File: src/rtl/ofs_cal_pkg.sv
package ofs_cal_pkg;
  typedef enum logic [1:0] {
    PH_IDLE   = 2'd0,
    PH_COARSE = 2'd1,
    PH_FINE   = 2'd2,
    PH_DONE   = 2'd3
  } phase_e;
endpackage

File: src/rtl/ofs_cal_seq.sv
module ofs_cal_seq
  import ofs_cal_pkg::*;
#(
  parameter int LANES = 4,
  parameter int CW    = 6,
  parameter int FW    = 10
) (
  input  logic             clk,
  input  logic             rst_n,
  input  logic             start_i,
  input  logic [LANES-1:0] c_ok_i,
  input  logic [LANES-1:0] f_ok_i,
  output logic             go_o,
  output logic             in_coarse_o,
  output logic             in_fine_o,
  output logic             c_end_o,
  output logic             f_end_o,
  output logic [CW-1:0]    ccode_o,
  output logic [FW-1:0]    fcode_o,
  output phase_e           phase_o
);
  localparam logic [CW-1:0] CMAX = {CW{1'b1}};
  localparam logic [FW-1:0] FMAX = {FW{1'b1}};

  phase_e        st_q, st_d;
  logic [CW-1:0] cc_q, cc_d;
  logic [FW-1:0] fc_q, fc_d;
  logic          cc_en, fc_en;

  assign go_o        = start_i & ((st_q == PH_IDLE) | (st_q == PH_DONE));
  assign in_coarse_o = (st_q == PH_COARSE);
  assign in_fine_o   = (st_q == PH_FINE);
  assign c_end_o     = in_coarse_o & ((&c_ok_i) | (cc_q == CMAX));
  assign f_end_o     = in_fine_o & ((&f_ok_i) | (fc_q == FMAX));

  always_comb begin
    st_d  = st_q;
    cc_d  = cc_q;
    fc_d  = fc_q;
    cc_en = 1'b0;
    fc_en = 1'b0;
    if (go_o) begin
      st_d  = PH_COARSE;
      cc_d  = '0;
      fc_d  = '0;
      cc_en = 1'b1;
      fc_en = 1'b1;
    end else begin
      case (st_q)
        PH_COARSE: begin
          if (c_end_o) st_d = PH_FINE;
          else begin
            cc_d  = cc_q + 1'b1;
            cc_en = 1'b1;
          end
        end
        PH_FINE: begin
          if (f_end_o) st_d = PH_DONE;
          else begin
            fc_d  = fc_q + 1'b1;
            fc_en = 1'b1;
          end
        end
        default: ;
      endcase
    end
  end

  always_ff @(posedge clk or negedge rst_n) begin
    if (!rst_n) begin
      st_q <= PH_IDLE;
      cc_q <= '0;
      fc_q <= '0;
    end else begin
      st_q <= st_d;
      if (cc_en) cc_q <= cc_d;
      if (fc_en) fc_q <= fc_d;
    end
  end

  assign ccode_o = cc_q;
  assign fcode_o = fc_q;
  assign phase_o = st_q;

  // coarse code frozen outside the coarse ramp
  a_r3_coarse_frozen: assert property (@(posedge clk) disable iff (!rst_n)
    (st_q != PH_COARSE && !go_o) |=> $stable(cc_q));
  // fine code frozen outside the fine ramp
  a_r6_fine_frozen: assert property (@(posedge clk) disable iff (!rst_n)
    (st_q != PH_FINE && !go_o) |=> $stable(fc_q));
  // saturated coarse counter forces the fine phase
  a_r5_coarse_exit: assert property (@(posedge clk) disable iff (!rst_n)
    (st_q == PH_COARSE && cc_q == CMAX) |=> (st_q == PH_FINE));
  // saturated fine counter forces done
  a_r8_fine_exit: assert property (@(posedge clk) disable iff (!rst_n)
    (st_q == PH_FINE && fc_q == FMAX) |=> (st_q == PH_DONE));
  // start during the fine ramp does not restart it
  a_r2_fine_ignores_start: assert property (@(posedge clk) disable iff (!rst_n)
    (st_q == PH_FINE && start_i) |=> (st_q != PH_COARSE));
endmodule

File: src/rtl/ofs_cal_lane.sv
module ofs_cal_lane #(
  parameter int CW = 6,
  parameter int FW = 10
) (
  input  logic          clk,
  input  logic          rst_n,
  input  logic          go_i,
  input  logic          in_coarse_i,
  input  logic          in_fine_i,
  input  logic          c_end_i,
  input  logic          f_end_i,
  input  logic          cmp_i,
  input  logic [CW-1:0] ccode_i,
  input  logic [FW-1:0] fcode_i,
  output logic          c_ok_o,
  output logic          f_ok_o,
  output logic          side_o,
  output logic          oor_o,
  output logic [CW-1:0] c_hold_o,
  output logic [FW-1:0] f_hold_o
);
  localparam logic [CW-1:0] CMAX = {CW{1'b1}};
  localparam logic [FW-1:0] FMAX = {FW{1'b1}};

  logic          side_q, side_d, ref_q, ref_d;
  logic          c_lat_q, c_lat_d, f_lat_q, f_lat_d, oor_q, oor_d;
  logic [CW-1:0] c_hold_q, c_hold_d;
  logic [FW-1:0] f_hold_q, f_hold_d;
  logic          flip, c_hit, f_hit;

  assign flip   = cmp_i ^ ref_q;
  assign c_hit  = in_coarse_i & ~c_lat_q & flip;
  assign f_hit  = in_fine_i & ~f_lat_q & flip;
  assign c_ok_o = c_lat_q | c_hit;
  assign f_ok_o = f_lat_q | f_hit;

  always_comb begin
    side_d   = side_q;
    ref_d    = ref_q;
    c_lat_d  = c_lat_q;
    f_lat_d  = f_lat_q;
    oor_d    = oor_q;
    c_hold_d = c_hold_q;
    f_hold_d = f_hold_q;
    if (go_i) begin
      side_d   = cmp_i;
      ref_d    = cmp_i;
      c_lat_d  = 1'b0;
      f_lat_d  = 1'b0;
      oor_d    = 1'b0;
      c_hold_d = '0;
      f_hold_d = '0;
    end else begin
      if (c_hit || (c_end_i && !c_ok_o)) begin
        c_lat_d  = 1'b1;
        c_hold_d = ccode_i;
      end
      if (c_end_i) begin
        ref_d = cmp_i;
        if (!c_ok_o) oor_d = 1'b1;
      end
      if (f_hit || (f_end_i && !f_ok_o)) begin
        f_lat_d  = 1'b1;
        f_hold_d = fcode_i;
      end
      if (f_end_i && !f_ok_o) oor_d = 1'b1;
    end
  end

  always_ff @(posedge clk or negedge rst_n) begin
    if (!rst_n) begin
      side_q   <= 1'b0;
      ref_q    <= 1'b0;
      c_lat_q  <= 1'b0;
      f_lat_q  <= 1'b0;
      oor_q    <= 1'b0;
      c_hold_q <= '0;
      f_hold_q <= '0;
    end else begin
      side_q   <= side_d;
      ref_q    <= ref_d;
      c_lat_q  <= c_lat_d;
      f_lat_q  <= f_lat_d;
      oor_q    <= oor_d;
      c_hold_q <= c_hold_d;
      f_hold_q <= f_hold_d;
    end
  end

  assign side_o   = side_q;
  assign oor_o    = oor_q;
  assign c_hold_o = c_hold_q;
  assign f_hold_o = f_hold_q;

  // side select only moves on an accepted start
  a_r9_side_fixed: assert property (@(posedge clk) disable iff (!rst_n)
    !go_i |=> $stable(side_q));
  // a captured coarse code is frozen
  a_r4_coarse_frozen: assert property (@(posedge clk) disable iff (!rst_n)
    (c_lat_q && !go_i) |=> $stable(c_hold_q));
  // a captured fine code is frozen
  a_r7_fine_frozen: assert property (@(posedge clk) disable iff (!rst_n)
    (f_lat_q && !go_i) |=> $stable(f_hold_q));
  // out-of-range only ever comes with a saturated held code
  a_r5_oor_saturated: assert property (@(posedge clk) disable iff (!rst_n)
    $rose(oor_q) |-> (c_hold_q == CMAX || f_hold_q == FMAX));
endmodule

File: src/rtl/ofs_cal_ctrl.sv
module ofs_cal_ctrl
  import ofs_cal_pkg::*;
#(
  parameter int LANES = 4,
  parameter int CW    = 6,
  parameter int FW    = 10
) (
  input  logic                clk,
  input  logic                rst_n,
  input  logic                start_i,
  input  logic [LANES-1:0]    cmp_i,
  output logic [CW-1:0]       coarse_code_o,
  output logic [FW-1:0]       fine_code_o,
  output logic [LANES-1:0]    side_o,
  output logic [LANES*CW-1:0] lane_coarse_o,
  output logic [LANES*FW-1:0] lane_fine_o,
  output logic [LANES-1:0]    oor_o,
  output logic [1:0]          phase_o,
  output logic                done_o
);
  logic [1:0]       rsync_q;
  logic             rst_core_n;
  logic             go, in_coarse, in_fine, c_end, f_end;
  logic [LANES-1:0] c_ok, f_ok;
  logic [CW-1:0]    ccode;
  logic [FW-1:0]    fcode;
  phase_e           phase;

  always_ff @(posedge clk or negedge rst_n) begin
    if (!rst_n) rsync_q <= 2'b00;
    else        rsync_q <= {rsync_q[0], 1'b1};
  end
  assign rst_core_n = rsync_q[1];

  ofs_cal_seq #(.LANES(LANES), .CW(CW), .FW(FW)) seq_i (
    .clk(clk), .rst_n(rst_core_n), .start_i(start_i),
    .c_ok_i(c_ok), .f_ok_i(f_ok), .go_o(go),
    .in_coarse_o(in_coarse), .in_fine_o(in_fine),
    .c_end_o(c_end), .f_end_o(f_end),
    .ccode_o(ccode), .fcode_o(fcode), .phase_o(phase)
  );

  for (genvar g = 0; g < LANES; g++) begin : g_lane
    ofs_cal_lane #(.CW(CW), .FW(FW)) lane_i (
      .clk(clk), .rst_n(rst_core_n), .go_i(go),
      .in_coarse_i(in_coarse), .in_fine_i(in_fine),
      .c_end_i(c_end), .f_end_i(f_end), .cmp_i(cmp_i[g]),
      .ccode_i(ccode), .fcode_i(fcode),
      .c_ok_o(c_ok[g]), .f_ok_o(f_ok[g]),
      .side_o(side_o[g]), .oor_o(oor_o[g]),
      .c_hold_o(lane_coarse_o[g*CW +: CW]),
      .f_hold_o(lane_fine_o[g*FW +: FW])
    );
  end

  assign coarse_code_o = ccode;
  assign fine_code_o   = fcode;
  assign phase_o       = phase;
  assign done_o        = (phase == PH_DONE);

  // done flag stays up until a start restarts calibration
  a_r8_done_sticky: assert property (@(posedge clk) disable iff (!rst_core_n)
    (done_o && !start_i) |=> (done_o && $stable(fine_code_o)));
endmodule

File: config.mk
export PLATFORM = sky130hd
export DESIGN_NAME = ofs_cal_ctrl
export DESIGN_NICKNAME = d
export VERILOG_FILES = /design/src/rtl/ofs_cal_pkg.sv /design/src/rtl/ofs_cal_seq.sv /design/src/rtl/ofs_cal_lane.sv /design/src/rtl/ofs_cal_ctrl.sv
export SDC_FILE = /design/constraint.sdc
export NUM_CORES = 1
export LEC_CHECK = 0
export BUFFER_PORTS_ARGS = -buffer_cell sky130_fd_sc_hd__buf_2
export CAP_MARGIN = 20
export CORE_ASPECT_RATIO = 1.5
export CORE_UTILIZATION = 54
export CTS_BUF_LIST = sky130_fd_sc_hd__clkbuf_16
export CTS_CLUSTER_SIZE = 28
export DETAILED_ROUTE_END_ITERATION = 8
export PLACE_DENSITY = 0.88
export SYNTH_ARGS = -nofsm -noshare
export SYNTH_HDL_FRONTEND = slang
export SYNTH_HIERARCHICAL = 1
export SYNTH_SLANG_ARGS = --single-unit
File: constraint.sdc
create_clock -name clk -period 4 [get_ports clk]
set_input_delay 0.4 -clock clk [delete_from_list [all_inputs] [get_ports clk]]
set_output_delay 0.4 -clock clk [all_outputs]
set_load 0.1 [all_outputs]
==> results.cfg, run 1 <==
[global_routing]
grt_start_max_net_pins = 82
grt_pass1_vias = 3384
grt_pass1_wl_um = 16600
grt.overflow.total = 0
globalRouteTotalUtil_pct = 24.4
antenna_found_initial = 0

[worst_setup_path]
rr_startpoint = seq_i/phase_o[0]
cp.depth = 11
reg2reg_slack_ps = 950
arrival_ps = 3330
cp-end-kind = register
worstPathCellList = inv_1 -> ha_1 -> a21oi_1 -> inv_1 -> nand4_1 -> o31ai_2 -> nand2_1 -> inv_1 -> a21o_2 -> nor3b_4 -> a22o_1
slowest_stage = ha_1
r2r_end = g_lane[2].lane_i/f_hold_o[8]
reg2reg_depth = 11
start_kind = register
path_class = register to register
crit_end = g_lane[2].lane_i/f_hold_o[8]
worstSetupStartpoint = seq_i/phase_o[0]
slowest_delay_ps = 520
crit_family = simple AND/OR/NAND/NOR gates
path_common_cell = inv_1
cp_num_buf_inv = 3
crit_fanout = 16
cp.required_ps = 4280

[timing]
max_freq_mhz = 327
setup_viol = 0
hold_viol_final = 0
finalCriticalPeriod_ps = 3050
hold_ws_ps = 288
setup_ws_ps = 946
fin_worst_skew_ps = 7.13
rsz0062_at_grt = no
tightestPinTransition_ps = 786
final.setup.tns_ps = 0
final.period_utilization_pct = 76.4
slew_violations = 0
slew_headroom_pct = 47.6

[place]
place_inst = 564
port_buffers = 97
place.gp.congestion = 0.813
hpwl_um = 7000
place_ws_ps = 1010

[synth]
synthAdderAreaFrac_pct = 1.67
synth_mux_area_share_pct = 7.80
ys_top_cells_by_area = dfrtp_1 (58%), a22o_1 (7.8%), mux2i_1 (5.8%), nor2_1 (4.3%), a21oi_1 (2.0%)
synth.distinct_cells = 35
synth_top_area_share_pct = 58.0
syn_inst = 368
synth_warnings = 6
yosys.area_share.simple_pct = 10.3
synth_compound_area_share_pct = 15.3
synth_nets = 381
synth_seq_cells = 104
synth_top_family_by_area = compound AO/OA/AOI/OAI gates
synth_area_per_cell_um2 = 12.2
synthXorXnorAreaFrac_pct = 3.98
yosysTopAreaCell = dfrtp_1
synth_seq_area_share_pct = 58.0
syn_area_um2 = 4490

[cts]
clk_pin_slew_ps = 70
holdBufCountCts = 1
numCtsBuffers = 9
cts.sinks = 104
cts_resized = 0
ctsHtreeMaxLevel = 3
clock_path_buffers = 2
cts_root_buf = clkbuf_16
cts_tree = built
clkLatencyLatePin_ps = 340
cts_setup_buffers = 0

[outcome]
outcome = completed

[drt]
drt_iter0_drc = 202
vias = 3365
ant_nets = 0
drt_pass1_iterations = 4
drc_errors = 0
via_per_inst = 5.78
wl_per_cell_um = 17.5
wirelength_um = 10200

[power_and_ir_drop]
power.density_nw_per_um2 = 699
p_leak_nw = 2.98
peakVddDrop_mv = 0.925
total_power_mw = 3.79

[hold_path]
hold_path.class = register to asynchronous set/reset pin

[die]
dieWidth_um = 76.5
die-area_um2 = 8690
start_util_pct = 55.7
core_um2 = 8060
die_y_um = 114
num_io_pins = 98
rows = 40

[layout]
regArea_um2 = 2610
final.fill_count = 594
layout_common_cells = dfrtp_1 (103), buf_2 (97), nor2_1 (52)
area_growth_pct = 20.6
stdcell_count = 582
final_nets = 485
diodes = 0
multi_input_area_um2 = 1760
layout_commonest_cell = dfrtp_1
drive_gt1_share_pct = 31.2

[run]
max-cap-violations = 0
## final cells by class
cell class	count	share of cell area (%)
Clock buffer	9	4.16
Multi-Input combinational cell	232	32.5
Sequential cell	104	48.1
Inverter	24	1.66
Timing Repair Buffer	101	9.79
Tap cell	105	2.43
Clock inverter	7	1.34
## state kept, by name, summed over array words and instances, names as in the netlist
register	count
g_lane.lane_i/c_hold_o	24
g_lane.lane_i/c_lat_q	4
g_lane.lane_i/f_hold_o	40
g_lane.lane_i/f_lat_q	4
g_lane.lane_i/oor_o	4
g_lane.lane_i/ref_q	4
g_lane.lane_i/side_o	4
rsync_q	2
seq_i/ccode_o	6
seq_i/fcode_o	10
seq_i/phase_o	2
## through the flow
stage,utilization [%],instance area [µm²]
after global placement,63.2,5090
final,67.2,5420
after global routing,67.2,5420
after floorplan,-,4490
after detailed placement,63.2,5090
after CTS,67.0,5400
## cell usage after synthesis
library cell  count
a22o_1           40
a2bb2oi_2         6
nand2_1          10
o211ai_1          1
nor2_1           52
xor2_1            9
dfrtp_1         104
a21oi_2           4
and3_2            1
o31ai_2           1
nor3b_4           4
o21ai_0           2
conb_1            1
nand4_1           8
and2_1            3
mux2i_1          26
a21o_2            4
nor4b_1           1
buf_2             1
nand3_1           6
ha_1              6
o31a_1            1
or3_1             1
xor2_2            4
a21oi_1          18
o211ai_2          1
inv_1            24
nor3_1            2
mux2_2            8
buf_1             1
nor2b_1           4
a221oi_1          4
clkbuf_1          5
buf_6             1
xnor2_1           4
## report_power, final
part	internal (mW)	switching (mW)	total, mW
Clock	0.486	0.381	0.867
Combinational	0.369	1.20	1.57
Sequential	1.19	0.163	1.35
Total	2.04	1.74	3.79
## cells by family after synthesis
logic type / Yosys count
buffers and inverters: 32
other: 1
AND/OR/NAND/NOR: 92
XOR/XNOR: 17
multiplexers: 34
flip-flops: 104
adder cells (fa/ha/maj): 6
AO/OA/AOI/OAI: 82
## layer usage
layer,wire length (µm),track usage [%]
met1,4080,29.7
met2,5400,42.8
met3,545,5.04
met4,170,9.23
met5,0,0
## how the worst min path moves through the flow
stage,end,slack (ps),cells past startpoint
after global placement,rsync_q[0],190,1
after floorplan,rsync_q[0],100,0
after CTS,g_lane[3].lane_i/side_o,350,2
after detailed placement,rsync_q[0],190,1
final,g_lane[1].lane_i/f_hold_o[1],290,0
after global routing,g_lane[2].lane_i/side_o,330,0
Power figures use the tool's default switching activity.
==> run 2: changes to the inputs <==
ABC_AREA = 1   (was unset)
CORE_UTILIZATION = 50   (was 54)
PLACE_DENSITY = 0.85   (was 0.88)
clock period = 2.5 ns   (was 4 ns; I/O delays follow)
==> results.cfg, run 2 <==
[outcome]
outcome = completed

[power_and_ir_drop]
power.density_nw_per_um2 = 1370
p_leak_nw = 3.52
total_power_mw = 8.24
peakVddDrop_mv = 0.910

[cts]
cts_tree = built
clock_path_buffers = 2
numCtsBuffers = 9
cts_setup_buffers = 0
clk_pin_slew_ps = 70
ctsHtreeMaxLevel = 3
cts.sinks = 104
clkLatencyLatePin_ps = 350
cts_root_buf = clkbuf_16

[synth]
yosysTopAreaCell = dfrtp_1
synthAdderAreaFrac_pct = 1.50
synthTopCellsByCount = nand2_1 (194), dfrtp_1 (104), nand3_1 (103)
async_flop_share_pct = 100
synthXorXnorAreaFrac_pct = 1.05
synth_edf_count = 0
synthFlopType = dfrtp_1
syn_inst = 590
synth_top_area_share_pct = 51.9
synth_nets = 603
synth.most_common_cell = nand2_1
syn_area_um2 = 5010
synth_mux_area_share_pct = 0
synth_top_family_by_area = simple AND/OR/NAND/NOR gates
ys_top_cells_by_area = dfrtp_1 (52%), nand2_1 (15%), nand3_1 (10%), inv_1 (4.7%), buf_6 (2.9%)
synth_compound_area_share_pct = 4.44
yosys.area_share.simple_pct = 32.5
synth_warnings = 6
synth.distinct_cells = 27
synth_area_per_cell_um2 = 8.49
synth_seq_area_share_pct = 51.9
synth_seq_cells = 104

[die]
num_io_pins = 98
die_y_um = 125
start_util_pct = 51.7
core_um2 = 9690
die-area_um2 = 10400
dieWidth_um = 83.7
rows = 44

[layout]
drive_gt1_share_pct = 26.3
final.fill_count = 774
multi_input_area_um2 = 2040
final_nets = 714
layout_commonest_cell = nand2_1
largest_register_ffs = 40
regArea_um2 = 2610
area_growth_pct = 20.1
final_cell_area_um2 = 6020
layout_common_cells = nand2_1 (194), nand3_1 (102), dfrtp_1 (97), buf_2 (97), inv_1 (60)
diodes = 0

[hold_path]
hold_start = cmp_i[0]
holdPathStages = 3
holdPathEnd = g_lane[0].lane_i/side_o
hold_path.class = input pin to register

[place]
placed_area_um2 = 5670
place.gp.congestion = 0.901
place_ws_ps = -45.7
port_buffers = 97
hpwl_um = 8620

[global_routing]
grt_pass1_vias = 4275
grt_pass1_wl_um = 20500
grt.overflow.total = 0
globalRouteTotalUtil_pct = 24.8
antenna_found_initial = 0
grt_start_max_net_pins = 64

[worst_setup_path]
path_class = register to register
r2r_end = g_lane[3].lane_i/f_hold_o[0]
rr_startpoint = seq_i/phase_o[0]
start_kind = register
arrival_ps = 2650
worstPathCellList = inv_1 -> ha_4 -> inv_1 -> nor2_1 -> nand3_2 -> nand2_1 -> nand4_1 -> nand2_1 -> nand2_1 -> inv_4 -> inv_1 -> o21ai_2 -> buf_12 -> nor2_4 -> nand2_1 -> nand2_1
reg2reg_depth = 16
crit_fanout = 12
cp.required_ps = 2740
cp_num_buf_inv = 5
path_common_cell = nand2_1
cp-end-kind = register
reg2reg_slack_ps = 90
crit_family = simple AND/OR/NAND/NOR gates
slowest_stage = dfrtp_2
slowest_delay_ps = 400

[drt]
via_per_inst = 5.43
wirelength_um = 12600
top_layer = met4
vias = 4455
wl_per_cell_um = 15.3
drc_errors = 0
m1WireLength_um = 4880
drt_iter0_drc = 473
drt_pass1_iterations = 5
wl_met3_um = 851
wl_met2_um = 6300
ant_nets = 0

[timing]
max_freq_mhz = 414
rsz0062_at_grt = yes
slew_violations = 0
fin_worst_skew_ps = 5.26
finalCriticalPeriod_ps = 2410
slew_headroom_pct = 53.9
final.setup.tns_ps = 0
hold_viol_final = 0
tightestPinTransition_ps = 690
setup_viol = 0
setup_ws_ps = 85.3
final.period_utilization_pct = 96.6

[run]
max-cap-violations = 0
-- run 2: cell count changes after synthesis, sizes merged, moves of 22 or more --
cell | before | now
nand2 | 10 | 202
mux2i | 26 | 0
inv | 24 | 69
nand3 | 6 | 109
a21oi | 22 | 0
o21ai | 2 | 30
a22o | 40 | 0
-- run 2: routing by layer --
| metal | track usage [%] | up-vias |
|---|---|---|
| li1 | - | 2094 |
| met1 | 30.0 | 2106 |
| met2 | 41.9 | 209 |
| met3 | 3.45 | 46 |
| met4 | 14.3 | 0 |
| met5 | 0 | - |
-- run 2: area by class of cell --
class	count	share of cell area, %
Sequential cell	104	43.4
Clock buffer	9	3.74
Multi-Input combinational cell	402	34.0
Inverter	69	4.45
Tap cell	115	2.39
Clock inverter	7	0.749
Timing Repair Buffer	115	11.2
-- run 2: what timing repair did --
| action | in CTS | in global routing |
|---|---|---|
| endpoints found under the setup margin | 23 | 64 |
| resized for setup | 1 | 11 |
| endpoints found under the hold margin | 2 | 0 |
| hold buffers | 1 | 0 |
| cloned | 0 | 0 |
| pin swaps | 0 | 4 |
-- run 2: tightest hold or removal path, cell delays in order --
cell and delay, ps:
buf_2 110, inv_2 60, o21ai_0 70
-- run 2: cell families (layout without fill, tap and decap cells) --
group	after synthesis	after routing
adder cells (fa/ha/maj)	6	6
AND/OR/NAND/NOR	354	354
XOR/XNOR	6	6
AO/OA/AOI/OAI	35	35
buffers and inverters	84	200
flip-flops	104	104
other	1	1
-- run 2: report_power, final --
| group | internal, mW | switching [mW] | total [mW] |
|---|---|---|---|
| Sequential | 2.04 | 0.331 | 2.37 |
| Combinational | 0.885 | 3.69 | 4.58 |
| Clock | 0.675 | 0.619 | 1.29 |
| Total | 3.60 | 4.64 | 8.24 |
-- run 2: worst max path at each step --
stage	from	end	slack (ps)	cells after the start
3_3_place_gp	seq_i/phase_o[0]	g_lane[3].lane_i/f_hold_o[5]	100	16
5_1_grt	seq_i/phase_o[0]	g_lane[3].lane_i/f_hold_o[3]	-90	16
2_1_floorplan	seq_i/phase_o[1]	g_lane[0].lane_i/f_hold_o[8]	8	14
3_5_place_dp	seq_i/phase_o[0]	g_lane[3].lane_i/f_hold_o[3]	-50	16
4_1_cts	seq_i/phase_o[0]	g_lane[3].lane_i/f_hold_o[0]	50	16
6_report	seq_i/phase_o[0]	g_lane[3].lane_i/f_hold_o[0]	90	16
-- run 2: metrics by stage --
stage                     utilization, %  cells  hold WS (ps)
after floorplan                        -    590         -45.6
after global placement              58.5    804          34.4
after detailed placement            58.5    804          38.2
after CTS                           61.4    821           181
after global routing                62.1    821           210
final                               62.1    821           187
==> run 3: changes to the inputs <==
CORE_UTILIZATION = 60   (was 50)
PLACE_DENSITY = 0.95   (was 0.85)
clock period = 3.1 ns   (was 2.5 ns; I/O delays follow)
==> results.cfg, run 3 (synthesis gave the netlist of run 2 again) <==
[outcome]
outcome = completed

[place]
hpwl_um = 8630
place_inst = 784
port_buffers = 97
placed_area_um2 = 5520
place.gp.congestion = 0.863
place_ws_ps = 336

[timing]
setup_ws_ps = 306
slew_headroom_pct = 52.9
fin_worst_skew_ps = 5.97
tightestPinTransition_ps = 706
hold_ws_ps = 239
slew_violations = 0
max_freq_mhz = 358
setup_viol = 0
final.setup.tns_ps = 0
finalCriticalPeriod_ps = 2790
hold_viol_final = 0
final.period_utilization_pct = 90.1
rsz0062_at_grt = no

[hold_path]
hold_start = cmp_i[1]
hold_path.class = input pin to register

[layout]
final.fill_count = 591
stdcell_count = 802
diodes = 0
layout_commonest_cell = nand2_1
layout_common_cells = nand2_1 (194), nand3_1 (103), dfrtp_1 (103)
area_growth_pct = 16.0
regArea_um2 = 2610
multi_input_area_um2 = 1980
final_nets = 705
largest_register_ffs = 40
final_core_util_pct = 72.1
final_cell_area_um2 = 5810
drive_gt1_share_pct = 23.2

[cts]
clk_pin_slew_ps = 60
cts_root_buf = clkbuf_16
cts.sinks = 104
clock_path_buffers = 2
cts_setup_buffers = 0
clkLatencyLatePin_ps = 350
ctsHtreeMaxLevel = 3
cts_tree = built
numCtsBuffers = 9

[drt]
m1WireLength_um = 4820
wl_per_cell_um = 15.8
wl_met2_um = 6500
via_per_inst = 5.66
vias = 4540
top_layer = met4
wl_met3_um = 879
wirelength_um = 12700
drt_iter0_drc = 651
drc_errors = 0
drt_pass1_iterations = 6
ant_nets = 0

[worst_setup_path]
crit_fanout = 12
path_class = register to register
rr_startpoint = seq_i/phase_o[0]
path_common_cell = nand2_1
slowest_stage = o21ai_2
worstPathCellList = inv_1 -> ha_1 -> inv_1 -> nor2_1 -> nand3_2 -> nand2_1 -> nand4_1 -> nand2_1 -> nand2_1 -> inv_1 -> inv_1 -> o21ai_2 -> nor2_4 -> nand2_1 -> nand2_1
cp_num_buf_inv = 4
crit_family = simple AND/OR/NAND/NOR gates
reg2reg_slack_ps = 310
cp-end-kind = register
slowest_delay_ps = 450
worstSetupStartpoint = seq_i/phase_o[0]
start_kind = register
arrival_ps = 3030
cp.required_ps = 3340

[global_routing]
antenna_found_initial = 0
grt_pass1_vias = 4330
grt.overflow.total = 0
grt_start_max_net_pins = 87
globalRouteTotalUtil_pct = 30.7
grt_pass1_wl_um = 20700

[die]
start_util_pct = 62.2
die-area_um2 = 8730
die_y_um = 114
dieWidth_um = 76.6
num_io_pins = 98
rows = 40
core_um2 = 8060

[power_and_ir_drop]
peakVddDrop_mv = 0.610
total_power_mw = 6.46
power.density_nw_per_um2 = 1110
p_leak_nw = 3.46

[run]
max-cap-violations = 0
run 3: changes by cell type in the layout (fill, tap and decap cells not counted), sizes merged:
cell / change
buf: -9
clkinv: -1
inv: +1
run 3: final cells by class:
type                            instances  area share, %
Clock inverter                          7          0.560
Inverter                               69           4.52
Multi-Input combinational cell        402           34.2
Sequential cell                       104           44.9
Timing Repair Buffer                  106           9.78
Clock buffer                            9           3.88
Tap cell                              105           2.26
run 3: layer usage:
metal  global-route usage, %  vias to the layer above
li1                        -                     2088
met1                    36.7                     2168
met2                    52.4                      237
met3                    6.08                       47
met4                    16.3                        0
met5                       0                        -
run 3: power by group:
| part | leakage, nW | switching (mW) | internal (mW) | total, mW |
|---|---|---|---|---|
| logic | 1.92 | 2.92 | 0.603 | 3.53 |
| registers | 1.41 | 0.293 | 1.64 | 1.93 |
| clock network | 0.136 | 0.474 | 0.530 | 1.00 |
| total | 3.46 | 3.69 | 2.77 | 6.46 |
run 3: path summary, 6_finish.rpt:
check	endpoint	cells past startpoint
worst max-delay path	g_lane[1].lane_i/f_hold_o[8]	15
worst min-delay path	g_lane[1].lane_i/side_o	3
worst max register to register	g_lane[1].lane_i/f_hold_o[8]	15
worst min register to register	g_lane[2].lane_i/f_hold_o[2]	0
max in group asynchronous	g_lane[1].lane_i/c_hold_o[5]	2
min in group asynchronous	rsync_q[1]	2
run 3: repair_timing:
item	in CTS	in global routing
hold endpoints to repair	2	0
hold buffers	1	0
gates resized for setup	0	1
setup endpoints to repair	0	1
run 3: worst reg2reg max path, delay by kind of cell, from the launching register on:
| kind | cells | cell delay, ps |
|---|---|---|
| compound gates | 1 | 450 |
| fa+ha+maj | 1 | 320 |
| buf+inv | 4 | 540 |
| flops | 1 | 430 |
| simple gates | 9 | 960 |
